$ cat src/rtl/lwf_pkg.sv
package lwf_pkg;
  typedef enum logic [1:0] {
    ST_OFF  = 2'd0,
    ST_HUNT = 2'd1,
    ST_DOM  = 2'd2,
    ST_DONE = 2'd3
  } lwf_state_e;
endpackage

$ cat src/rtl/lwf_sync.sv
module lwf_sync #(
  parameter int STAGES = 2
) (
  input  logic clk,
  input  logic rst_n,
  input  logic d_i,
  output logic q_o
);
  logic [STAGES-1:0] chain_q;
  logic [STAGES-1:0] chain_d;

  generate
    if (STAGES == 1) begin : g_one
      always_comb chain_d = d_i;
    end else begin : g_many
      always_comb chain_d = {chain_q[STAGES-2:0], d_i};
    end
  endgenerate

  always_ff @(posedge clk or negedge rst_n) begin
    if (!rst_n) chain_q <= '1;
    else        chain_q <= chain_d;
  end

  assign q_o = chain_q[STAGES-1];
endmodule

$ cat src/rtl/lwf_dom_timer.sv
module lwf_dom_timer #(
  parameter int FILT_TICKS = 9
) (
  input  logic clk,
  input  logic rst_n,
  input  logic clr_i,
  input  logic inc_i,
  output logic sat_o
);
  localparam int CW = $clog2(FILT_TICKS + 1);
  localparam logic [CW-1:0] LIMIT = CW'(FILT_TICKS);

  logic [CW-1:0] cnt_q, cnt_d;
  logic          cnt_en;

  always_comb begin
    cnt_en = clr_i || (inc_i && (cnt_q != LIMIT));
    cnt_d  = clr_i ? '0 : cnt_q + 1'b1;
  end

  always_ff @(posedge clk or negedge rst_n) begin
    if (!rst_n)      cnt_q <= '0;
    else if (cnt_en) cnt_q <= cnt_d;
  end

  assign sat_o = (cnt_q == LIMIT);

  p_cnt_bounded_r8: assert property (@(posedge clk) disable iff (!rst_n)
    cnt_q <= LIMIT);
  p_cnt_cleared_r8: assert property (@(posedge clk) disable iff (!rst_n)
    clr_i |=> (cnt_q == '0));
endmodule

$ cat src/rtl/lwf_wake_fsm.sv
module lwf_wake_fsm
  import lwf_pkg::*;
(
  input  logic clk,
  input  logic rst_n,
  input  logic arm_i,
  input  logic rx_s_i,
  input  logic sat_i,
  output logic timer_clr_o,
  output logic wake_o
);
  lwf_state_e state_q, state_d;
  logic       wake_q, wake_d;

  always_comb begin
    state_d = state_q;
    unique case (state_q)
      ST_OFF:  if (arm_i) state_d = rx_s_i ? ST_HUNT : ST_DOM;
      ST_HUNT: if (!arm_i) state_d = ST_OFF;
               else if (!rx_s_i) state_d = ST_DOM;
      ST_DOM:  if (!arm_i) state_d = ST_OFF;
               else if (rx_s_i) state_d = sat_i ? ST_DONE : ST_HUNT;
      ST_DONE: if (!arm_i) state_d = ST_OFF;
      default: state_d = ST_OFF;
    endcase
    wake_d      = arm_i && (state_q == ST_DOM) && rx_s_i && sat_i;
    timer_clr_o = (state_q != ST_DOM) || rx_s_i;
  end

  always_ff @(posedge clk or negedge rst_n) begin
    if (!rst_n) begin
      state_q <= ST_OFF;
      wake_q  <= 1'b0;
    end else begin
      state_q <= state_d;
      wake_q  <= wake_d;
    end
  end

  assign wake_o = wake_q;

  p_single_pulse_r2: assert property (@(posedge clk) disable iff (!rst_n)
    wake_o |=> !wake_o);
  p_no_wake_disarmed_r5: assert property (@(posedge clk) disable iff (!rst_n)
    !arm_i |=> !wake_o);
  p_done_after_wake_r6: assert property (@(posedge clk) disable iff (!rst_n)
    wake_o && arm_i |=> (state_q == ST_DONE) && !wake_o);
  p_wake_on_recessive_r4: assert property (@(posedge clk) disable iff (!rst_n)
    wake_o |-> $past(rx_s_i));
endmodule

$ cat src/rtl/lin_wake_filter.sv
module lin_wake_filter #(
  parameter int FILT_TICKS  = 9,
  parameter int SYNC_STAGES = 2
) (
  input  logic clk,
  input  logic rst_n,
  input  logic bus_rx_i,
  input  logic arm_i,
  input  logic tick_i,
  output logic wake_o
);
  logic rx_s;
  logic sat;
  logic timer_clr;

  lwf_sync #(.STAGES(SYNC_STAGES)) u_sync (
    .clk   (clk),
    .rst_n (rst_n),
    .d_i   (bus_rx_i),
    .q_o   (rx_s)
  );

  lwf_dom_timer #(.FILT_TICKS(FILT_TICKS)) u_timer (
    .clk   (clk),
    .rst_n (rst_n),
    .clr_i (timer_clr),
    .inc_i (tick_i && !rx_s),
    .sat_o (sat)
  );

  lwf_wake_fsm u_fsm (
    .clk         (clk),
    .rst_n       (rst_n),
    .arm_i       (arm_i),
    .rx_s_i      (rx_s),
    .sat_i       (sat),
    .timer_clr_o (timer_clr),
    .wake_o      (wake_o)
  );

  p_wake_needs_sat_r2: assert property (@(posedge clk) disable iff (!rst_n)
    wake_o |-> $past(sat));
  p_reset_quiet_r1: assert property (@(posedge clk) disable iff (!rst_n)
    $rose(rst_n) |-> !wake_o);
endmodule

$ cat config.mk
export PLATFORM = sky130hd
export DESIGN_NAME = lin_wake_filter
export DESIGN_NICKNAME = d
export VERILOG_FILES = /design/src/rtl/lwf_pkg.sv /design/src/rtl/lwf_sync.sv /design/src/rtl/lwf_dom_timer.sv /design/src/rtl/lwf_wake_fsm.sv /design/src/rtl/lin_wake_filter.sv
export SDC_FILE = /design/constraint.sdc
export NUM_CORES = 1
export LEC_CHECK = 0
export BUFFER_PORTS_ARGS = -buffer_cell sky130_fd_sc_hd__buf_2
export CORE_AREA = 5 5 42 44
export CTS_CLUSTER_DIAMETER = 100
export DETAILED_ROUTE_END_ITERATION = 12
export DIE_AREA = 0 0 47 49
export GPL_TIMING_DRIVEN = 0
export SKIP_CTS_REPAIR_TIMING = 1
export SYNTH_ARGS = -nofsm -noshare
export SYNTH_HDL_FRONTEND = slang
export SYNTH_SLANG_ARGS = --single-unit
$ cat constraint.sdc
create_clock -name clk -period 1.2 [get_ports clk]
set_input_delay 0.18 -clock clk [delete_from_list [all_inputs] [get_ports clk]]
set_output_delay 0.18 -clock clk [all_outputs]
set_load 0.005 [all_outputs]
# After elaboration in Yosys (flattened, before gate mapping)
# Cells that the tools add are included.
[op_classes]
addsub = 1
n_eq_ne = 10
mux = 10
n_reduce_logical = 10
[ops]
columns = ["cell", "n"]
rows = [
  ["2-bit 2-to-1 mux", 8],
  ["2-bit case mux with 4 select lines", 1],
  ["2-bit inequality test (second input constant)", 3],
  ["3-bit inequality test (second input constant)", 2],
  ["1-bit logical AND", 5],
  ["4-bit by 1-bit adder with 4-bit output (second input constant)", 1],
  ["2-bit == test (second input constant)", 2],
  ["4-bit == test (second input constant)", 1],
  ["4-bit 2-to-1 mux", 1],
  ["4-bit inequality test (second input constant)", 1],
  ["4-bit AND reduction", 1],
  ["2-bit by 1-bit == test with 1-bit output (second input constant)", 1],
  ["2-bit logical NOT", 1],
  ["1-bit logical OR", 2],
  ["1-bit logical NOT", 1],
]
[word_totals]
reg_bits = 9
input_bits = 5
output_inout_bits = 1
word_cells = 35

# Logic depth before layout (Yosys ltp)
[logic_depth]
word_depth = 5
mapped_depth = 5

# By module
# A second synthesis with hierarchy kept.
[hier_totals]
hier_cells = 35
hier_area_um2 = 419.2
[by_module_without_submodules]
columns = ["mod", "instances", "cells_each", "area_per_inst_um2", "seq_area_each_um2"]
rows = [
  ["lwf_dom_timer", 1, 22, 232.7, 100.1],
  ["lwf_wake_fsm", 1, 10, 120.1, 75.1],
  ["lwf_sync", 1, 2, 52.6, 52.6],
  ["lin_wake_filter", 1, 1, 13.8, 0.0],
]

# Worst setup path after synthesis
# Ideal clock, no wire load.
[synth_path]
path_kind = "reg-to-reg"
from = "reg u_timer.cnt_q[0]"
to = "reg u_timer.cnt_q[2]"
arrival_ps = 1185
required_ps = 1122
setup_slack_ps = -62
path_stages_with_launch = 5
n_path_buf = 0
cell_sequence = "dfrtp_1 -> ha_1 -> nand3b_4 -> or3b_1 -> a21oi_1"
[synth_between]
elab_chain_len = 3
word_cells_on_any_way = 5
classes_between = "add/sub (1); eq/ne (1); mux (1); reduce/logical (2)"
[synth_rtl]
columns = ["element", "line_no", "text"]
rows = [
  ["start: declaration", "lwf_dom_timer.sv:13", "logic [CW-1:0] cnt_q, cnt_d;"],
  ["start signal: assignment", "lwf_dom_timer.sv:23", "else if (cnt_en) cnt_q <= cnt_d;"],
  ["parallel branches: the longest is 3 deep, another holds 4-bit by 1-bit adder with 4-bit output", "n/a", ""],
]
# Several ways; the timed one is not identified.
# A chain may end at the register's enable or synchronous reset.

# Worst setup path in the final report
[layout_path]
from = "reg u_timer.cnt_q[1]"
to = "reg u_timer.cnt_q[2]"
# The elaborated chain is that of the path after synthesis.

==> results.md <==
- Status: finished, violations left
- Failing checks: setup timing
- Crit share post-route: 109%
- Power Density: 1110 nW/um^2
- Buffers on Ports: 5
- Sequential cell area: 228 um^2
- Final nets: 56
- Initial antenna violation count: 0
- Placer congestion estimate: 0.677
- R2R Path Start: u_timer.cnt_q[1]$_DFFE_PN0P_
- Pins over their slew limit: 0
- Diodes inserted: 0
- Clk root buf: clkbuf_4
- Post-Route WL: 635 um
- Remaining routing DRC violations: 0
- Global-route wire length before repair: 1070 um
- Endpoints failing setup: 2
- Multi-input gate area: 174 um^2
- Rows: 14
- Die Height: 49 um
- Post-layout min period: 1.31 ns
- RSZ-0062 raised after global routing: true
- Syn_area_per_cell: 11.7 um^2
- Seq cells post-synth: 9
- MaxCap Viol Count: 0
- Die W: 47 um
- Layout cell share with drive strength beyond 1: 39.6%
- Remaining antenna violation count: 0
- Sequential share of the synthesized area: 55.5%
- CP required: 1.38 ns
- Via density: 4.47
- Reg clk slew, reported paths: 0.06 ns
- Layout Skew: 0.00357 ns
- CTS sink count: 9
- Max VDD drop: 832 uV
- CP arrival: 1.49 ns
- Net count after synthesis: 42
- Vias in the first global route: 249
- Endpoint, Worst Hold: u_sync.chain_q[0]$_DFF_PN1_
- Critical Path Sink Type: register
- Largest net degree at the start of global routing: 10
- GR Util All Layers: 6.78%
- Initial drt markers: 1
- Worst Setup SP: u_timer.cnt_q[1]$_DFFE_PN0P_
- Core box area: 1400 um^2
- Critical path peak fanout: 6
- Cts bufs inserted: 3
- Post-synth top area share: 42.7%
- Crit Path Category: register to register
- Clk_lat worst skew: 0.25 ns
- Max stage delay on crit path: 0.39 ns
- Area grow syn2layout: 26.8%
- Die ar.: 2300 um^2
- Synth area leader: dfrtp_1
- Max Clock Freq: 764 MHz
- WHS: 0.0264 ns
- R2R Path End: u_timer.cnt_q[2]$_DFFE_PN0P_
- CTS tree: done
- Lkg Pwr: 0.264 nW
- Top-level I/O count: 6
- Mapped Cells: 35
- Total power: 577 uW
- GRT overflow: 0
- Vias: 286
- Endpoints failing hold: 0
- Syn. warnings: 0
- Critical-path cell list: inv_1, ha_2, nand3b_4, or3b_1, a21oi_2
- Ranking of synthesized cells by area: dfrtp_1 43%, dfstp_2 13%, ha_1 6.1%
- Internal reg-to-reg setup slack: -0.11 ns
- H-tree Lvls: 1
- Synth Cell Area: 410 um^2
- Fill count: 146
- Startpoint Class: register
- Hold Path Stages: 1
- Initial core utilization: 29.3%
- R2R depth: 5
- Worst-Margin Slew: 0.213 ns
- Slowest CP cell: dfrtp_1
- TritonRoute pass-1 iters: 2
- Synth cell types: 18
- Post-DR wirelength/cell: 9.92 um
- Clock tree buffer depth: 2
- Max-slew headroom: 85.7%
- Hold Path Class: input port to register
- Final WS setup: -0.109 ns
- Worst hold start: bus_rx_i
==> cell usage in the layout (no fill, tap or decap), types with 2 or more instances in the layout <==
cell type | Yosys | layout
clkbuf_4 | 0 | 3
nor2_1 | 3 | 3
a21oi_1 | 3 | 2
nand4_1 | 2 | 2
dfrtp_1 | 7 | 7
buf_2 | 0 | 5
inv_1 | 4 | 4
nand2_1 | 2 | 2
buf_4 | 0 | 3
dfstp_2 | 2 | 2
==> flip-flops by register name, indices dropped and copies added, names as in the netlist <==
register	cells
u_timer.cnt_q	4
u_fsm.state_q	2
u_sync.chain_q	2
u_fsm.wake_o	1
==> report_power, final <==
part | internal [mW] | total, mW | switching (mW)
clock network | 0.127 | 0.220 | 0.0930
logic | 0.0160 | 0.0342 | 0.0182
registers | 0.315 | 0.323 | 0.00738
==> area by class of cell <==
cell class / count / area share (%)
inverters: 4 / 2.88
repair buffers: 9 / 11.1
flip-flops and latches: 9 / 43.7
well taps: 16 / 3.85
multi-input cells: 22 / 33.4
clock buffers: 4 / 5.05
==> cell usage after synthesis <==
| cell type | n |
|---|---|
| dfrtp_1 | 7 |
| inv_1 | 4 |
| a21oi_1 | 3 |
| nor2_1 | 3 |
| dfstp_2 | 2 |
| ha_1 | 2 |
| nand2_1 | 2 |
| nand4_1 | 2 |
| a211oi_2 | 1 |
| a311oi_1 | 1 |
| a31o_2 | 1 |
| a31oi_1 | 1 |
| nand3b_4 | 1 |
| nor2b_1 | 1 |
| o21ai_0 | 1 |
| or3b_1 | 1 |
| or3b_4 | 1 |
| xor2_1 | 1 |
==> how the worst max path moves through the flow <==
stage	end	slack [ns]	cells after the start
2_1_floorplan	u_timer.cnt_q[2]$_DFFE_PN0P_	-0.01	5
3_3_place_gp	u_timer.cnt_q[2]$_DFFE_PN0P_	-0.11	5
3_5_place_dp	u_timer.cnt_q[2]$_DFFE_PN0P_	-0.12	5
4_1_cts	u_timer.cnt_q[2]$_DFFE_PN0P_	-0.13	5
5_1_grt	u_timer.cnt_q[2]$_DFFE_PN0P_	-0.17	5
6_report	u_timer.cnt_q[2]$_DFFE_PN0P_	-0.11	5
==> critical path: cells and delay by family (launching register included) <==
kind                     cells  cell delay [ns]
buffers and inverters        1             0.06
AO/OA/AOI/OAI                1             0.12
adder cells (fa/ha/maj)      1             0.19
AND/OR/NAND/NOR              2             0.47
flip-flops                   1             0.39
==> logic make-up after synthesis <==
family,share of synthesized area (%)
compound gates,13.7
xor+xnor,2.13
fa+ha+maj,6.10
buf+inv,3.66
flops,55.5
simple gates,18.9
==> per-layer routing <==
metal / global-route usage [%] / part of all wire [%]
met3: 6.64 / 8.7
met1: 8.70 / 45
met5: 0 / 0
met2: 8.14 / 46
met4: 1.38 / 0
==> stage by stage <==
stage | area, um^2 | cells | util, % | setup TNS (ns) | worst slack [ns]
2_1_floorplan | 413 | 35 | - | -0.0150 | -0.0150
3_3_place_gp | 458 | 56 | 32.7 | -0.106 | -0.106
3_5_place_dp | 458 | 56 | 32.7 | -0.122 | -0.119
4_1_cts | 484 | 60 | 34.6 | -0.148 | -0.128
5_1_grt | 520 | 64 | 37.1 | -0.364 | -0.173
6_report | 520 | 64 | 37.1 | -0.164 | -0.109
Power figures use the tool's default switching activity.
